## src/rtl/dbgseq_pkg.sv

```systemverilog
package dbgseq_pkg;

    // Sequencer states; cur_state exposes this encoding directly.
    typedef enum logic [2:0] {
        SQ_IDLE  = 3'd0,
        SQ_ONE   = 3'd1,
        SQ_TWO   = 3'd2,
        SQ_THREE = 3'd3,
        SQ_FINAL = 3'd4
    } seq_state_e;

    // Breakpoint kinds reported on brk_sel.
    typedef enum logic [1:0] {
        BK_DBGMODE = 2'd0,
        BK_SWINT   = 2'd1,
        BK_COPROC  = 2'd2
    } brk_kind_e;

    // Number of programmable active states.
    localparam int unsigned N_STEP = 3;

    // Successor field: 1..3 select an active state, 0 selects final.
    function automatic seq_state_e decode_next(input logic [1:0] code);
        seq_state_e r;
        unique case (code)
            2'd1:    r = SQ_ONE;
            2'd2:    r = SQ_TWO;
            2'd3:    r = SQ_THREE;
            default: r = SQ_FINAL;
        endcase
        return r;
    endfunction

    // Reserved kind value 3 falls back to debug-mode entry.
    function automatic brk_kind_e decode_kind(input logic [1:0] code);
        brk_kind_e r;
        unique case (code)
            2'd1:    r = BK_SWINT;
            2'd2:    r = BK_COPROC;
            default: r = BK_DBGMODE;
        endcase
        return r;
    endfunction

endpackage

```

## src/rtl/seq_cond_sel.sv

```systemverilog
module seq_cond_sel
    import dbgseq_pkg::*;
#(
    parameter int N_CMP = 4,
    parameter int IDX_W = 2
) (
    input  seq_state_e                           state,
    input  logic [N_STEP-1:0][IDX_W-1:0]         step_cmp,
    input  logic [N_STEP-1:0][1:0]               step_nxt,
    input  logic [N_CMP-1:0]                     cmp_match,
    input  logic [N_CMP-1:0]                     cmp_tagged,
    output logic                                 sel_hit,
    output logic                                 sel_tagged,
    output seq_state_e                           sel_next,
    output logic                                 active
);

    logic [N_STEP-1:0] st_hit;
    logic [N_STEP-1:0] st_tag;

    // One comparator selector per active state.
    for (genvar g = 0; g < N_STEP; g++) begin : g_step
        logic hit_g;
        logic tag_g;
        always_comb begin
            hit_g = 1'b0;
            tag_g = 1'b0;
            for (int k = 0; k < N_CMP; k++) begin
                if (step_cmp[g] == k[IDX_W-1:0]) begin
                    hit_g = cmp_match[k];
                    tag_g = cmp_tagged[k];
                end
            end
        end
        assign st_hit[g] = hit_g;
        assign st_tag[g] = tag_g;
    end

    always_comb begin
        sel_hit    = 1'b0;
        sel_tagged = 1'b0;
        sel_next   = SQ_FINAL;
        active     = 1'b0;
        unique case (state)
            SQ_ONE: begin
                sel_hit    = st_hit[0];
                sel_tagged = st_tag[0];
                sel_next   = decode_next(step_nxt[0]);
                active     = 1'b1;
            end
            SQ_TWO: begin
                sel_hit    = st_hit[1];
                sel_tagged = st_tag[1];
                sel_next   = decode_next(step_nxt[1]);
                active     = 1'b1;
            end
            SQ_THREE: begin
                sel_hit    = st_hit[2];
                sel_tagged = st_tag[2];
                sel_next   = decode_next(step_nxt[2]);
                active     = 1'b1;
            end
            default: begin
                sel_hit = 1'b0;
            end
        endcase
    end

endmodule

```

## src/rtl/seq_pend.sv

```systemverilog
module seq_pend (
    input  logic clk,
    input  logic rst_n,
    input  logic clear,
    input  logic hit,
    input  logic hit_tagged,
    input  logic insn_bnd,
    input  logic tag_start,
    output logic pending,
    output logic consume
);

    logic pend_q;
    logic pend_tag_q;

    // A waiting step is consumed only by the strobe matching its kind.
    assign consume = pend_q && (pend_tag_q ? tag_start : insn_bnd);
    assign pending = pend_q;

    always_ff @(posedge clk) begin
        if (!rst_n) begin
            pend_q     <= 1'b0;
            pend_tag_q <= 1'b0;
        end else if (clear || consume) begin
            pend_q     <= 1'b0;
            pend_tag_q <= 1'b0;
        end else if (!pend_q && hit) begin
            pend_q     <= 1'b1;
            pend_tag_q <= hit_tagged;
        end
    end

    // a clear discards the waiting step.
    p_clear_drops_r2: assert property (@(posedge clk) disable iff (!rst_n)
        clear |=> !pending);

    // a consumed step does not linger.
    p_consume_once_r4: assert property (@(posedge clk) disable iff (!rst_n)
        (consume && !clear) |=> !pending);

    // a waiting step stays until consumed or cleared.
    p_pend_hold_r5: assert property (@(posedge clk) disable iff (!rst_n)
        (pending && !consume && !clear) |=> pending);

endmodule

```

## src/rtl/seq_fsm.sv

```systemverilog
module seq_fsm
    import dbgseq_pkg::*;
(
    input  logic        clk,
    input  logic        rst_n,
    input  logic        arm,
    input  logic        sw_trig,
    input  logic        consume,
    input  seq_state_e  sel_next,
    input  logic [1:0]  brk_type,
    output seq_state_e  state,
    output logic        fire,
    output brk_kind_e   brk_sel
);

    seq_state_e state_q;
    seq_state_e state_nxt;
    logic       fire_q;
    brk_kind_e  kind_q;

    // Next-state selection with named transitions.
    always_comb begin
        state_nxt = state_q;
        if (!arm) begin
            state_nxt = SQ_IDLE;                       // DISARM
        end else begin
            unique case (state_q)
                SQ_IDLE:  state_nxt = SQ_ONE;          // ARM
                SQ_ONE, SQ_TWO, SQ_THREE: begin
                    if (sw_trig)      state_nxt = SQ_FINAL; // SWTRIG
                    else if (consume) state_nxt = sel_next; // STEP
                end
                SQ_FINAL: state_nxt = SQ_FINAL;        // HOLD
                default:  state_nxt = SQ_IDLE;
            endcase
        end
    end

    // State register.
    always_ff @(posedge clk) begin
        if (!rst_n) state_q <= SQ_IDLE;
        else        state_q <= state_nxt;
    end

    // Output register: pulse and kind captured on entry to final.
    always_ff @(posedge clk) begin
        if (!rst_n) begin
            fire_q <= 1'b0;
            kind_q <= BK_DBGMODE;
        end else begin
            fire_q <= (state_nxt == SQ_FINAL) && (state_q != SQ_FINAL);
            if ((state_nxt == SQ_FINAL) && (state_q != SQ_FINAL))
                kind_q <= decode_kind(brk_type);
        end
    end

    assign state   = state_q;
    assign fire    = fire_q;
    assign brk_sel = kind_q;

    // disarm returns to idle.
    p_disarm_idle_r2: assert property (@(posedge clk) disable iff (!rst_n)
        !arm |=> state == SQ_IDLE);

    // arming leaves idle for S1.
    p_arm_step_r2: assert property (@(posedge clk) disable iff (!rst_n)
        (arm && state == SQ_IDLE) |=> state == SQ_ONE);

    // software trigger from an active state completes the chain.
    p_sw_final_r6: assert property (@(posedge clk) disable iff (!rst_n)
        (arm && sw_trig && state != SQ_IDLE) |=> state == SQ_FINAL);

    // final is held while armed.
    p_final_hold_r7: assert property (@(posedge clk) disable iff (!rst_n)
        (arm && state == SQ_FINAL) |=> state == SQ_FINAL);

    // the pulse marks the first cycle in final only.
    p_fire_entry_r7: assert property (@(posedge clk) disable iff (!rst_n)
        fire |-> (state == SQ_FINAL && $past(state) != SQ_FINAL));

    p_entry_fire_r7: assert property (@(posedge clk) disable iff (!rst_n)
        (state == SQ_FINAL && $past(state) != SQ_FINAL) |-> fire);

endmodule

```

## src/rtl/trig_sequencer.sv

```systemverilog
module trig_sequencer
    import dbgseq_pkg::*;
#(
    parameter int N_CMP = 4,
    localparam int IDX_W = (N_CMP > 1) ? $clog2(N_CMP) : 1
) (
    input  logic                         clk,
    input  logic                         rst_n,
    input  logic                         arm,
    input  logic [N_CMP-1:0]             cmp_match,
    input  logic [N_CMP-1:0]             cmp_tagged,
    input  logic                         insn_bnd,
    input  logic                         tag_start,
    input  logic                         sw_trig,
    input  logic [N_STEP-1:0][IDX_W-1:0] step_cmp,
    input  logic [N_STEP-1:0][1:0]       step_nxt,
    input  logic [1:0]                   brk_type,
    output logic                         trace_trig,
    output logic                         brk_req,
    output logic [1:0]                   brk_sel,
    output logic [2:0]                   cur_state
);

    seq_state_e state;
    seq_state_e sel_next;
    brk_kind_e  kind;
    logic       sel_hit;
    logic       sel_tagged;
    logic       active;
    logic       pending;
    logic       consume;
    logic       fire;
    logic       pend_clear;

    assign pend_clear = !arm || sw_trig || !active;

    seq_cond_sel #(.N_CMP(N_CMP), .IDX_W(IDX_W)) i_sel (
        .state      (state),
        .step_cmp   (step_cmp),
        .step_nxt   (step_nxt),
        .cmp_match  (cmp_match),
        .cmp_tagged (cmp_tagged),
        .sel_hit    (sel_hit),
        .sel_tagged (sel_tagged),
        .sel_next   (sel_next),
        .active     (active)
    );

    seq_pend i_pend (
        .clk        (clk),
        .rst_n      (rst_n),
        .clear      (pend_clear),
        .hit        (sel_hit),
        .hit_tagged (sel_tagged),
        .insn_bnd   (insn_bnd),
        .tag_start  (tag_start),
        .pending    (pending),
        .consume    (consume)
    );

    seq_fsm i_fsm (
        .clk      (clk),
        .rst_n    (rst_n),
        .arm      (arm),
        .sw_trig  (sw_trig),
        .consume  (consume),
        .sel_next (sel_next),
        .brk_type (brk_type),
        .state    (state),
        .fire     (fire),
        .brk_sel  (kind)
    );

    assign trace_trig = fire;
    assign brk_req    = fire;
    assign brk_sel    = kind;
    assign cur_state  = state;

    // without a consumed step or software trigger an active state holds.
    p_hold_r3: assert property (@(posedge clk) disable iff (!rst_n)
        (arm && active && !sw_trig && !consume) |=> $stable(cur_state));

    // a move between active states needs a waiting step.
    p_step_needs_pend_r4: assert property (@(posedge clk) disable iff (!rst_n)
        (arm && active && !sw_trig && !pending) |=> $stable(cur_state));

endmodule

```

## config.mk

```make
export PLATFORM = sky130hd
export DESIGN_NAME = trig_sequencer
export DESIGN_NICKNAME = d
export VERILOG_FILES = /design/src/rtl/dbgseq_pkg.sv /design/src/rtl/seq_cond_sel.sv /design/src/rtl/seq_pend.sv /design/src/rtl/seq_fsm.sv /design/src/rtl/trig_sequencer.sv
export SDC_FILE = /design/constraint.sdc
export NUM_CORES = 1
export LEC_CHECK = 0
export BUFFER_PORTS_ARGS = -buffer_cell sky130_fd_sc_hd__buf_2
export CAP_MARGIN = 20
export CORE_MARGIN = 3
export CORE_UTILIZATION = 40
export DETAILED_ROUTE_END_ITERATION = 16
export GPL_TIMING_DRIVEN = 0
export PLACE_DENSITY = 0.8
export SETUP_SLACK_MARGIN = 0.1
export SLEW_MARGIN = 15
export SYNTH_ARGS = -nofsm -noshare
export SYNTH_HDL_FRONTEND = slang
export SYNTH_SLANG_ARGS = --single-unit
```

## constraint.sdc

```tcl
create_clock -name clk -period 1.4 [get_ports clk]
set_input_delay 0.07 -clock clk [delete_from_list [all_inputs] [get_ports clk]]
set_output_delay 0.07 -clock clk [all_outputs]
set_load 0.05 [all_outputs]
```

==> flow_summary.json, run 1 <==
{
  "die_width_um": 48.52,
  "ant_nets": 0,
  "num_rows": 14,
  "grt-ovfl-total": 0,
  "maxCapViolCount": 0,
  "cts-buffers-inserted": 3,
  "ff2ff_path_depth": 6,
  "cp_slowest_cell": "dfxtp_4",
  "critical_path.max_fanout": 6,
  "maxSlewViolCount": 0,
  "regArea_um2": 173.9,
  "r2r_end": "i_fsm.brk_sel[1]",
  "syn_area_per_cell_um2": 9.643,
  "synth_area_leader_cell": "dfxtp_1",
  "synth_seq_cells": 8,
  "synth_cells": 75,
  "hold_end": "i_fsm.state[1]",
  "layout-drive-gt1-share_pct": 65.29,
  "insertedDiodeCount": 0,
  "finalNetCount": 150,
  "fin_setup_tns_ns": -0.05542,
  "area_growth_pct": 61.59,
  "synth_compound_area_share_pct": 16.61,
  "synthFlopType": "dfxtp_1",
  "antenna_found_initial": 0,
  "cts_buffer_depth": 2,
  "grt_pass1_vias": 847,
  "path_buf_inv": 1,
  "period_minus_slack_ns": 1.424,
  "wirelength_mm": 2.350,
  "period_share_pct": 101.7,
  "grt_max_degree": 12,
  "cts_tree": "built",
  "r2r_slack_ns": -0.02,
  "drc": 0,
  "irDropWorstVdd_v": 0.0004525,
  "syn_nets": 103,
  "status": "finished with violations",
  "drt-initial-drc-count": 11,
  "hold_path_depth": 2,
  "slowest_delay_ns": 0.39,
  "worstMarginPinSlew_ns": 0.4086,
  "synthXorXnorAreaFrac_pct": 0,
  "clock_skew_ns": 0.005886,
  "crit_family": "multiplexers",
  "end_kind": "register",
  "vias": 806,
  "rsz0062_at_grt": "true",
  "grt_pass1_wl_mm": 3.857,
  "io_pins": 35,
  "synth_top_family_by_area": "multiplexers",
  "dp_worst_setup_slack_ns": -0.1138,
  "synth_top_area_share_pct": 22.15,
  "crit_type": "register to register",
  "yosys_warnings": 0,
  "gp_congestion": 0.8637,
  "synth_edf_count": 0,
  "finalHoldViolations": 0,
  "leakagePower_nw": 0.5130,
  "place_hpwl_mm": 1.611,
  "min_path_type": "input port to register",
  "port_buffers": 34,
  "crit_arrival_ns": 1.61,
  "rr_startpoint": "i_fsm.state[1]",
  "start_util_pct": 45.37,
  "ys_async_sr_fraction_pct": 0,
  "fmax_mhz": 702.2,
  "fillers": 111,
  "synthMuxAreaShare_pct": 29.93,
  "multi_input_area_um2": 628.1,
  "cts_root_buf": "clkbuf_4",
  "layout_common_cells": "buf_2, mux2i_1, buf_4",
  "die_y_um": 48.52,
  "start_kind": "register",
  "layout_setup_ws_ns": -0.02408,
  "clkSinkCount": 8,
  "layout_commonest_cell": "buf_2",
  "violations": "negative setup slack",
  "required_ns": 1.59,
  "holdBufCountCts": 0,
  "htree_num_levels": 1,
  "dr.pass1.iters": 4,
  "synth_area_leaders": "dfxtp_1, mux4_2, mux2i_1",
  "synth_seq_area_share_pct": 22.15,
  "finalSetupViolations": 4,
  "insertion_delay_ns": 0.26,
  "path_cells": "buf_6, nor2_4, mux2i_2, o32ai_4, nand2_2, mux2i_1",
  "clk_pin_slew_ns": 0.06,
  "synth_cell_types": 35,
  "hp-start": "sw_trig",
  "powerDensity_mw_per_mm2": 546.8,
  "core-area_mm2": 0.001594,
  "die-area_mm2": 0.002354,
  "yosys.area_share.simple_pct": 26.47,
  "maxSlewHeadroom_pct": 72.55,
  "syn_area_um2": 723.2,
  "track_usage_pct": 20.58,
  "synth_fa_ha_area_share_pct": 0,
  "wl_per_cell_um": 16.21,
  "routed_via_density": 5.559
}
repair_timing:
item | 4_1_cts | 5_1_grt
setup buffers | 7 | 1
pin swaps | 8 | 5
cloned | 1 | 0
setup endpoints to repair | 8 | 8
gates resized for setup | 14 | 7
hold endpoints to repair | 0 | 0
kinds of logic after synthesis:
logic type,Yosys count
and+or+nand+nor,31
AOI/OAI and AO/OA,15
muxes,15
DFF,8
buffers and inverters,6
power by group:
group          internal, mW  switching, mW
Combinational         0.108         0.0993
Sequential            0.228        0.00736
Clock                 0.110         0.0866
worst max-delay path by stage:
stage | from | depth (start not counted) | endpoint
after floorplan | i_fsm.state[2] | 6 | i_fsm.brk_sel[0]
after global placement | i_pend.pend_tag_q | 5 | i_pend.pend_tag_q
after detailed placement | i_pend.pend_tag_q | 5 | i_pend.pend_tag_q
after CTS | i_fsm.state[1] | 6 | i_fsm.brk_sel[0]
after global routing | i_fsm.state[1] | 6 | i_fsm.brk_sel[1]
final | i_fsm.state[1] | 6 | i_fsm.brk_sel[1]
state kept, by name (all words and copies together) (netlist names):
signal             count
i_pend.pending         1
i_fsm.fire             1
i_fsm.brk_sel          2
i_pend.pend_tag_q      1
i_fsm.state            3
routing by layer:
layer / track usage, % / vias up / part of all wire, %
met2: 35.32 / 37 / 51
li1: - / 387 / -
met4: 7.109 / 0 / 1.4
met1: 23.77 / 376 / 41
met5: 0 / - / 0
met3: 7.055 / 6 / 7.1
layout make-up:
cell class / count / share of cell area (%)
Multi-Input combinational cell: 61 / 53.75
Timing Repair Buffer: 43 / 23.02
Sequential cell: 8 / 14.88
Buffer: 3 / 2.891
Tap cell: 24 / 2.570
Clock buffer: 4 / 2.248
Inverter: 2 / 0.6424
per-stage QoR:
step	utilization [%]	hold WS, ns	instances	power [mW]	area [um2]
after floorplan	-	0.1385	75	0.3495	783.3
after global placement	61.70	0.3177	133	0.4151	983.4
after detailed placement	61.70	0.3177	133	0.4213	983.4
after CTS	70.72	0.04730	144	0.6348	1127
after global routing	73.31	0.06591	145	0.6740	1169
final	73.31	0.05694	145	0.6390	1169
worst reg2reg max path, delay by kind of cell, from the launching register on:
| family | cells | cell delay [ns] |
|---|---|---|
| multiplexers | 2 | 0.47 |
| flip-flops | 1 | 0.39 |
| AND/OR/NAND/NOR | 2 | 0.21 |
| buffers and inverters | 1 | 0.14 |
| AO/OA/AOI/OAI | 1 | 0.14 |
synth_stat cells, types with 2 or more instances:
cell type,count
mux2i_1,7
nor3_1,5
nand3b_1,2
mux2_1,2
o21ai_0,3
a21oi_1,4
inv_1,2
and2_1,3
nor3b_1,2
mux4_2,5
nor2b_1,3
dfxtp_1,8
nand2_1,7
(Power assumes the default switching activity.)
==> inputs of run 2 (changes only) <==
--- a/config.mk
+++ b/config.mk
@@ -11,6 +11,7 @@
 export CORE_UTILIZATION = 40
 export DETAILED_ROUTE_END_ITERATION = 16
 export GPL_TIMING_DRIVEN = 0
+export MAX_ROUTING_LAYER = met4
 export PLACE_DENSITY = 0.8
 export SETUP_SLACK_MARGIN = 0.1
 export SLEW_MARGIN = 15
==> run 2 against run 1 <==
Against the previous run: the flow still finishes with violations (negative setup slack); critical endpoint is now i_fsm.brk_sel[0]; clock skew hardly changed; maximum frequency is 0.14% higher; utilization stayed put; global-route usage is 0.58 points higher.
==> flow_summary.json, run 2 (synthesis gave the netlist of run 1 again) <==
{
  "rsz0062_at_grt": "true",
  "powerDensity_mw_per_mm2": 546.5,
  "ant_nets": 0,
  "core-area_mm2": 0.001594,
  "maxCapViolCount": 0,
  "cts_root_buf": "clkbuf_4",
  "finalSetupViolations": 4,
  "startpoint": "i_fsm.state[1]",
  "status": "finished with violations",
  "fmax_mhz": 703.2,
  "layout_setup_ws_ns": -0.02208,
  "largest_reg_flops": 3,
  "fillers": 111,
  "min_path_type": "input port to register",
  "worstMarginPinSlew_ns": 0.4094,
  "violations": "negative setup slack",
  "clkSinkCount": 8,
  "place_hpwl_mm": 1.611,
  "drc": 0,
  "cts-buffers-inserted": 3,
  "start_util_pct": 45.37,
  "irDropWorstVdd_v": 0.0004512,
  "rr_startpoint": "i_fsm.state[1]",
  "grt-ovfl-total": 0,
  "end_kind": "register",
  "whs_ns": 0.05870,
  "cts_buffer_depth": 2,
  "critical_path.max_fanout": 6,
  "htree_num_levels": 1,
  "required_ns": 1.59,
  "hold_path_depth": 2,
  "area_growth_pct": 61.59,
  "die_y_um": 48.52,
  "layout_commonest_cell": "buf_2",
  "die_width_um": 48.52,
  "r2r_slack_ns": -0.02,
  "io_pins": 35,
  "grt_max_degree": 12,
  "final_util_pct": 73.31,
  "hp-start": "sw_trig",
  "grt_pass1_vias": 838,
  "wl_per_cell_um": 16.20,
  "leakagePower_nw": 0.5130,
  "crit_arrival_ns": 1.61,
  "wirelength_mm": 2.349,
  "port_buffers": 34,
  "period_minus_slack_ns": 1.422,
  "layout-drive-gt1-share_pct": 65.29,
  "gp_congestion": 0.8777,
  "dr.pass1.iters": 4,
  "start_kind": "register",
  "routed_via_density": 5.566,
  "grt_pass1_wl_mm": 3.850,
  "track_usage_pct": 21.16,
  "num_rows": 14,
  "crit_type": "register to register",
  "insertedDiodeCount": 0,
  "r2r_end": "i_fsm.brk_sel[0]",
  "layout_common_cells": "buf_2, mux2i_1, buf_4",
  "hold_end": "i_fsm.state[1]",
  "maxSlewViolCount": 0,
  "antenna_found_initial": 0,
  "finalNetCount": 150,
  "cts_tree": "built",
  "maxSlewHeadroom_pct": 72.50,
  "clk_pin_slew_ns": 0.06,
  "die-area_mm2": 0.002354,
  "ff2ff_path_depth": 6,
  "finalHoldViolations": 0,
  "vias": 807,
  "insertion_delay_ns": 0.26,
  "period_share_pct": 101.6,
  "clock_skew_ns": 0.005425,
  "drt-initial-drc-count": 10
}
[run 2: cell counts in the layout (fill, tap and decap cells not counted)]
Identical to the previous run, type by type.
[run 2: worst max path at each step]
stage          slack, ns                 to  cells past startpoint
5_1_grt            -0.13   i_fsm.brk_sel[1]                      6
4_1_cts            -0.01   i_fsm.brk_sel[0]                      6
3_3_place_gp       -0.08  i_pend.pend_tag_q                      5
2_1_floorplan     -0.008   i_fsm.brk_sel[0]                      6
6_report           -0.02   i_fsm.brk_sel[0]                      6
3_5_place_dp       -0.11  i_pend.pend_tag_q                      5
[run 2: area by class of cell]
class	instances	area [um2]	area share, %
Inverter	2	7.507	0.6424
Timing Repair Buffer	43	269.0	23.02
Sequential cell	8	173.9	14.88
Multi-Input combinational cell	61	628.1	53.75
Buffer	3	33.78	2.891
Tap cell	24	30.03	2.570
Clock buffer	4	26.28	2.248
[run 2: repair_timing]
| item | in CTS | in global routing |
|---|---|---|
| gates resized for setup | 14 | 7 |
| cloned | 1 | 0 |
| hold endpoints to repair | 0 | 0 |
| pin swaps | 8 | 5 |
| setup endpoints to repair | 8 | 8 |
| hold buffers | 0 | 0 |
| setup buffers | 7 | 1 |
[run 2: worst max-delay path, stage by stage (launching register included)]
cell	delay, ns
dfxtp_4	0.39
buf_6	0.13
nor2_4	0.11
mux2i_2	0.28
o32ai_4	0.14
nand2_2	0.10
mux2i_1	0.19
[run 2: power breakdown]
group	switching [mW]	internal [mW]
Sequential	0.00740	0.228
Clock	0.0860	0.110
Combinational	0.0995	0.108
Total	0.193	0.446
[run 2: per-layer routing]
layer  up-vias  wire (um)  global-route usage [%]
li1        387          -                       -
met1       376        973                   23.96
met2        36       1184                   35.09
met3         8        153                   7.055
met4         0         38                   7.109
met5         -          0                       -
[run 2: metrics by stage]
step	worst slack (ns)	area [um2]	setup TNS, ns	power, mW	cells
after floorplan	-0.007689	783.3	-0.01574	0.3495	75
after global placement	-0.07974	983.4	-0.08545	0.4151	133
after detailed placement	-0.1138	983.4	-0.3214	0.4213	133
after CTS	-0.01146	1127	-0.01710	0.6348	144
after global routing	-0.1332	1169	-0.5400	0.6741	145
final	-0.02208	1169	-0.05396	0.6386	145
